$ cat src/rtl/fpoll_pkg.sv
package fpoll_pkg;

  localparam int BIT_DONE_CMP = 7;
  localparam int BIT_TOGGLE   = 6;
  localparam int BIT_OVERTIME = 5;

  typedef enum logic [1:0] {
    ST_IDLE,
    ST_REQ,
    ST_EVAL
  } state_t;

  typedef enum logic [1:0] {
    PH_FIRST,
    PH_NORMAL,
    PH_RECHECK
  } phase_t;

  typedef enum logic [2:0] {
    VD_AGAIN,
    VD_RECHECK,
    VD_DONE,
    VD_FAIL,
    VD_TIMEOUT
  } verdict_t;

  // data-compare completion: status bit 7 equals the written bit 7
  function automatic logic data_landed(input logic [7:0] status, input logic exp_bit7);
    return status[BIT_DONE_CMP] == exp_bit7;
  endfunction

  // toggle completion: bit 6 did not flip since the previous read
  function automatic logic toggle_quiet(input logic [7:0] status, input logic prev_bit6);
    return status[BIT_TOGGLE] == prev_bit6;
  endfunction

  function automatic logic overtime(input logic [7:0] status);
    return status[BIT_OVERTIME];
  endfunction

endpackage

$ cat src/rtl/fpoll_counter.sv
module fpoll_counter #(
  parameter int CNT_W = 16
) (
  input  logic             clk,
  input  logic             rst_n,
  input  logic             clear,
  input  logic             bump,
  input  logic [CNT_W-1:0] limit,
  output logic [CNT_W-1:0] count,
  output logic             at_limit
);
  localparam logic [CNT_W-1:0] CNT_MAX = '1;

  always_ff @(posedge clk or negedge rst_n) begin
    if (!rst_n) begin
      count <= '0;
    end else if (clear) begin
      count <= '0;
    end else if (bump && count != CNT_MAX) begin
      count <= count + 1'b1;
    end
  end

  // a limit of zero is reached as soon as one read has been made
  assign at_limit = (count >= limit);

endmodule

$ cat src/rtl/fpoll_judge.sv
module fpoll_judge
  import fpoll_pkg::*;
(
  input  logic       toggle_mode,
  input  phase_t     phase,
  input  logic [7:0] status,
  input  logic       exp_bit7,
  input  logic       prev_bit6,
  input  logic       at_limit,
  output verdict_t   verdict
);
  logic finished;
  logic can_finish;

  always_comb begin
    finished   = toggle_mode ? toggle_quiet(status, prev_bit6)
                             : data_landed(status, exp_bit7);
    // in toggle mode the first read has nothing to compare against
    can_finish = !(toggle_mode && phase == PH_FIRST);

    if (phase == PH_RECHECK) begin
      verdict = finished ? VD_DONE : VD_FAIL;
    end else if (can_finish && finished) begin
      verdict = VD_DONE;
    end else if (overtime(status)) begin
      verdict = VD_RECHECK;
    end else if (at_limit) begin
      verdict = VD_TIMEOUT;
    end else begin
      verdict = VD_AGAIN;
    end
  end

endmodule

$ cat src/rtl/flash_done_poller.sv
module flash_done_poller
  import fpoll_pkg::*;
#(
  parameter int DATA_W = 8,
  parameter int CNT_W  = 16
) (
  input  logic              clk,
  input  logic              rst_n,
  input  logic              start,
  input  logic              toggle_mode,
  input  logic [DATA_W-1:0] expect_data,
  input  logic [CNT_W-1:0]  max_polls,
  output logic              rd_req,
  input  logic              rd_ack,
  input  logic [DATA_W-1:0] rd_data,
  output logic              busy,
  output logic              done,
  output logic              fail,
  output logic              timeout
);
  state_t          state;
  phase_t          phase;
  logic            mode_q;
  logic            exp7_q;
  logic [CNT_W-1:0] limit_q;
  logic [7:0]      sample_q;
  logic            prev6_q;
  logic            done_q, fail_q, tmo_q;

  // named internal events
  logic            launch;
  logic            ack_taken;
  logic            eval_now;
  logic            eval_recheck;
  logic [CNT_W-1:0] reads_made;
  logic            at_limit;
  verdict_t        verdict;

  assign launch       = (state == ST_IDLE) && start;
  assign ack_taken    = (state == ST_REQ) && rd_ack;
  assign eval_now     = (state == ST_EVAL);
  assign eval_recheck = eval_now && (phase == PH_RECHECK);

  fpoll_counter #(.CNT_W(CNT_W)) u_count (
    .clk      (clk),
    .rst_n    (rst_n),
    .clear    (launch),
    .bump     (ack_taken),
    .limit    (limit_q),
    .count    (reads_made),
    .at_limit (at_limit)
  );

  fpoll_judge u_judge (
    .toggle_mode (mode_q),
    .phase       (phase),
    .status      (sample_q),
    .exp_bit7    (exp7_q),
    .prev_bit6   (prev6_q),
    .at_limit    (at_limit),
    .verdict     (verdict)
  );

  always_ff @(posedge clk or negedge rst_n) begin
    if (!rst_n) begin
      state    <= ST_IDLE;
      phase    <= PH_FIRST;
      mode_q   <= 1'b0;
      exp7_q   <= 1'b0;
      limit_q  <= '0;
      sample_q <= '0;
      prev6_q  <= 1'b0;
    end else begin
      unique case (state)
        ST_IDLE: begin
          if (start) begin
            state   <= ST_REQ;
            phase   <= PH_FIRST;
            mode_q  <= toggle_mode;
            exp7_q  <= expect_data[BIT_DONE_CMP];
            limit_q <= max_polls;
          end
        end
        ST_REQ: begin
          if (rd_ack) begin
            sample_q <= rd_data[7:0];
            state    <= ST_EVAL;
          end
        end
        ST_EVAL: begin
          prev6_q <= sample_q[BIT_TOGGLE];
          unique case (verdict)
            VD_AGAIN: begin
              phase <= PH_NORMAL;
              state <= ST_REQ;
            end
            VD_RECHECK: begin
              phase <= PH_RECHECK;
              state <= ST_REQ;
            end
            default: state <= ST_IDLE;
          endcase
        end
        default: state <= ST_IDLE;
      endcase
    end
  end

  always_ff @(posedge clk or negedge rst_n) begin
    if (!rst_n) begin
      done_q <= 1'b0;
      fail_q <= 1'b0;
      tmo_q  <= 1'b0;
    end else begin
      done_q <= eval_now && (verdict == VD_DONE);
      fail_q <= eval_now && (verdict == VD_FAIL);
      tmo_q  <= eval_now && (verdict == VD_TIMEOUT);
    end
  end

  assign rd_req  = (state == ST_REQ);
  assign busy    = (state != ST_IDLE);
  assign done    = done_q;
  assign fail    = fail_q;
  assign timeout = tmo_q;

endmodule

$ cat config.mk
export PLATFORM = sky130hd
export DESIGN_NAME = flash_done_poller
export DESIGN_NICKNAME = d
export VERILOG_FILES = /design/src/rtl/fpoll_pkg.sv /design/src/rtl/fpoll_counter.sv /design/src/rtl/fpoll_judge.sv /design/src/rtl/flash_done_poller.sv
export SDC_FILE = /design/constraint.sdc
export NUM_CORES = 1
export LEC_CHECK = 0
export BUFFER_PORTS_ARGS = -buffer_cell sky130_fd_sc_hd__buf_2
export CORE_ASPECT_RATIO = 0.7
export CORE_UTILIZATION = 50
export DETAILED_ROUTE_END_ITERATION = 8
export PLACE_DENSITY = 0.72
export SLEW_MARGIN = 20
export SYNTH_ARGS = -nofsm -noshare
export SYNTH_HDL_FRONTEND = slang
export SYNTH_SLANG_ARGS = --single-unit
$ cat constraint.sdc
create_clock -name clk -period 3.7 [get_ports clk]
set_input_delay 1.11 -clock clk [delete_from_list [all_inputs] [get_ports clk]]
set_output_delay 1.11 -clock clk [all_outputs]
set_load 0.005 [all_outputs]
==> results summary <==
The run finished with clean final reports. The number of buffers added by the clock tree synthesis step is 5. The level count of the clock H-tree came out at 2.

The number of hold-repair buffers added at the cts stage is 0. The simple-gate share of the synthesized area is 0.206. Counting every sink on the clock net gives 45. The path class of the tightest hold or removal check is flip-flop to flip-flop. The worst endpoint data arrival time came out at 2.56 ns. The initial standard-cell utilization of the core is 0.539. The met2 routed wirelength is 1960 µm. The placement row count came out at 20. The detailed-route DRC error count is 0. The wire length of the first global-routing pass is 8280 µm. The aggregate global-route resource usage is 0.218. 42 I/O pins were placed. Of the total power, the share spent switching nets is 0.367. The setup violation total in the final timing report came out at 0. After clock tree synthesis, the clock-pin slew on the worst setup and hold paths is 0.08 ns.

The highest ir drop seen on vdd is 217 µV. The kind of capture point of the worst setup path is a flip-flop. The residual antenna-violating net count after detailed routing came out at 0. The worst clock skew on the final layout came out at 0.00391 ns. The post-synthesis sequential area ratio is 0.466.

The wire length on met3 came out at 206 µm. Counting flops with an async set or reset pin after synthesis yields a share of 1.00. The antenna cell count is 0. In the final design database the tool counted 351 nets. The number of instances resized during post-cts repair is 0.

The share of synthesized area spent on multiplexers came out at 0.0218. The critical path is of the input pin to flip-flop type. The part of the total power dissipated in sequential elements came out at 0.459. Detailed routing inserted a total of 1884 vias. The post-layout total power is 1.59 mW. The number of buffers inserted by port buffering came out at 29. The instance area at placement came out at 2610 µm². Routability-driven placement finished with a final weighted congestion of 0.768. The fraction of the mapped netlist area in compound gates is 0.149. The die extent in x came out at 85.1 µm. In the synthesized netlist the dominant register cell turns out to be dfrtp_1. The number of pins exceeding their max-slew limit in the final report is 0.

The remaining global-route overflow is 0. The routed design has 4910 µm of wire. The time the worst path needs with I/O delays and setup came out at 2.32 ns. After synthesis, the mean cell area works out to 9.02 µm². The number of different library cells used by synthesis comes to 37. Traced cell by cell, the critical path runs through buf_2, nand3b_4, clkinv_4, nand4_4, a2111o_1, or3_1, a21oi_1. The placed wire-length estimate after detailed placement is 3640 µm.

The post-CTS setup buffer count came out at 0. The die footprint came out at 5120 µm². The timing-limited maximum frequency is 430 MHz. The switching power came out at 0.585 mW. The number of flip-flops and latches in the synthesized netlist came out at 45.

The initial antenna violation count was 0. For the pin with the worst max-slew slack, the measured transition is 0.554 ns. The cell family with the largest share of critical-path delay is simple AND/OR/NAND/NOR gates. The worst-skew pair later-pin latency is 0.30 ns. The tree is rooted in a clkbuf_8. The type of origin of the critical path is an input pin. STA puts the critical path data required time at 3.93 ns. The number of global-route vias before repair came out at 1719. The largest fanout on the critical path came out at 10. The final count of hold timing violations came to 0. The vias per cell is 5.34. The total of max-cap violations is 0. The internal power component came out at 1.01 mW.

Of the total synthesized cell area, the portion taken by XOR and XNOR cells is 0.0181. From synthesis to final layout, the design area changed by 12.2%. The placeable core region is 4480 µm². The maximum single-stage delay on the critical path is 0.45 ns.

The worst path buffer plus inverter count is 2. The number of detailed-route iterations in the first pass is 4. The die height came out at 60.2 µm.

For this design, the slowest cell found on the critical path is a2111o_1. The total nets after synthesis came out at 322. The finished cells cover 2710 µm². The CTS tree is done. The relative contribution of combinational cells to total power came out at 0.332. After synthesis, the largest family of logic cells by area is simple AND/OR/NAND/NOR gates. In this run the static leakage power is 1.31 nW. The headroom to the max-slew limit is 0.627. The iteration-0 DRC count of the detailed router came out at 98.

The cell count after placement is 345. The gate count of the mapped netlist came out at 268. Entering global routing, the biggest net connects 46 pins.

The share of layout cells above drive strength 1 came out at 0.144. The part of the cycle the worst path needs came out at 0.628. Of the total power, the clock network draws 0.209. The clock passes through at most 2 buffers. The count of flip-flops with a built-in enable after synthesis is 0. In this run the power density over the cells is 587 nW/µm². After the flow finishes, the layout carries non-filler instances totaling 353. The area of the mapped netlist came out at 2420 µm². After detailed routing, the wire length on met1 is 2660 µm. The Yosys step of the flow raised 0 warnings.

The fraction of the mapped netlist area in adder cells is 0.0880. The per-cell routed wire length is 13.9 µm. The summed negative setup slack over all endpoints came out at 0 ns. Setup repair after global routing left no endpoint under its margin. After detailed routing, no signal wire sits above met4.
-- Yosys cell counts (3+ instances only) --
cell type,n,area share
nand3_1,4,0.0083
o211ai_1,3,0.0093
o21ai_0,29,0.060
nor2b_1,3,0.0078
nor3_1,4,0.0083
ha_1,17,0.088
dfrtp_1,45,0.47
inv_1,23,0.036
nand2b_1,3,0.0078
a211oi_1,6,0.019
a21oi_1,16,0.033
xnor2_1,4,0.014
nand2_1,54,0.084
nand4_1,3,0.0078
mux2i_1,3,0.012
or3_1,7,0.018
clkbuf_1,8,0.012
nor2_1,13,0.020
-- final cells by class --
class | instances | area, µm²
sequential | 45 | 1130
fill | 369 | 1770
clock inverter | 1 | 5.00
tap | 55 | 68.8
inverter | 24 | 95.1
timing repair buffer | 30 | 155
multi-input combinational | 191 | 1160
clock buffer | 7 | 96.3
-- stage by stage --
| stage | utilization | setup WS, ns | hold slack [ns] |
|---|---|---|---|
| after global placement | 0.582 | 1.09 | 0.481 |
| after CTS | 0.605 | 1.37 | 0.511 |
| final | 0.605 | 1.38 | 0.507 |
| after floorplan | - | 1.36 | 0.452 |
| after detailed placement | 0.582 | 1.05 | 0.489 |
| after global routing | 0.605 | 1.27 | 0.534 |
-- power by group through the flow --
stage / registers (mW) / clock network, mW / logic [mW]
finish: 0.731 / 0.332 / 0.529
detailed placement: 0.739 / 0 / 0.528
global route: 0.746 / 0.364 / 0.620
CTS: 0.730 / 0.342 / 0.535
global placement: 0.732 / 0 / 0.502
floorplan: 0.712 / 0 / 0.388
-- flip-flops by register name, indices dropped and copies added, names as in the netlist --
signal         count
limit_q           16
u_count.count     16
sample_q           3
phase              2
state              2
done               1
exp7_q             1
fail               1
mode_q             1
prev6_q            1
timeout            1
-- per-layer routing --
metal  global-route usage  vias to the layer above
met5                    0                        -
met4               0.0920                        0
met3               0.0470                        8
met2                0.303                       35
met1                0.325                      861
li1                     -                      980
-- cells by family after synthesis --
kind of cell | after synthesis
xor gates and xnor gates | 5
AOI/OAI and AO/OA | 62
and+or+nand+nor | 102
muxes | 5
adders and majority gates | 17
buffers and inverters | 32
DFF | 45
-- final timing paths --
check	slack, ns	end	cells past startpoint	start
max reg2reg	1.61	u_count.count[9]	6	u_count.count[1]
min reg2reg	0.51	sample_q[7]	2	sample_q[7]
min in group asynchronous	0.79	limit_q[12]	1	rst_n
min	0.51	sample_q[7]	2	sample_q[7]
max in group asynchronous	2.52	u_count.count[6]	1	rst_n
max	1.38	u_count.count[13]	7	rd_ack
-- cells in the final DEF, fill, tap and decap left out, types with 4 or more instances in the layout --
master	netlist	layout
a211oi_1	6	6
dfrtp_1	45	45
clkbuf_8	0	7
ha_1	17	17
nor2_1	13	13
inv_1	23	23
nor3_1	4	4
or3_1	7	7
nand3_1	4	4
a21oi_1	16	16
xnor2_1	4	4
nand2_1	54	54
o21ai_0	29	29
buf_2	0	28
-- worst reg2reg max path, delay by kind of cell, from the launching register on --
family	cells	cell delay, ns
AND/OR/NAND/NOR	3	0.80
flip-flops	1	0.46
AO/OA/AOI/OAI	2	0.47
adder cells (fa/ha/maj)	1	0.22
Power figures use the tool's default switching activity.
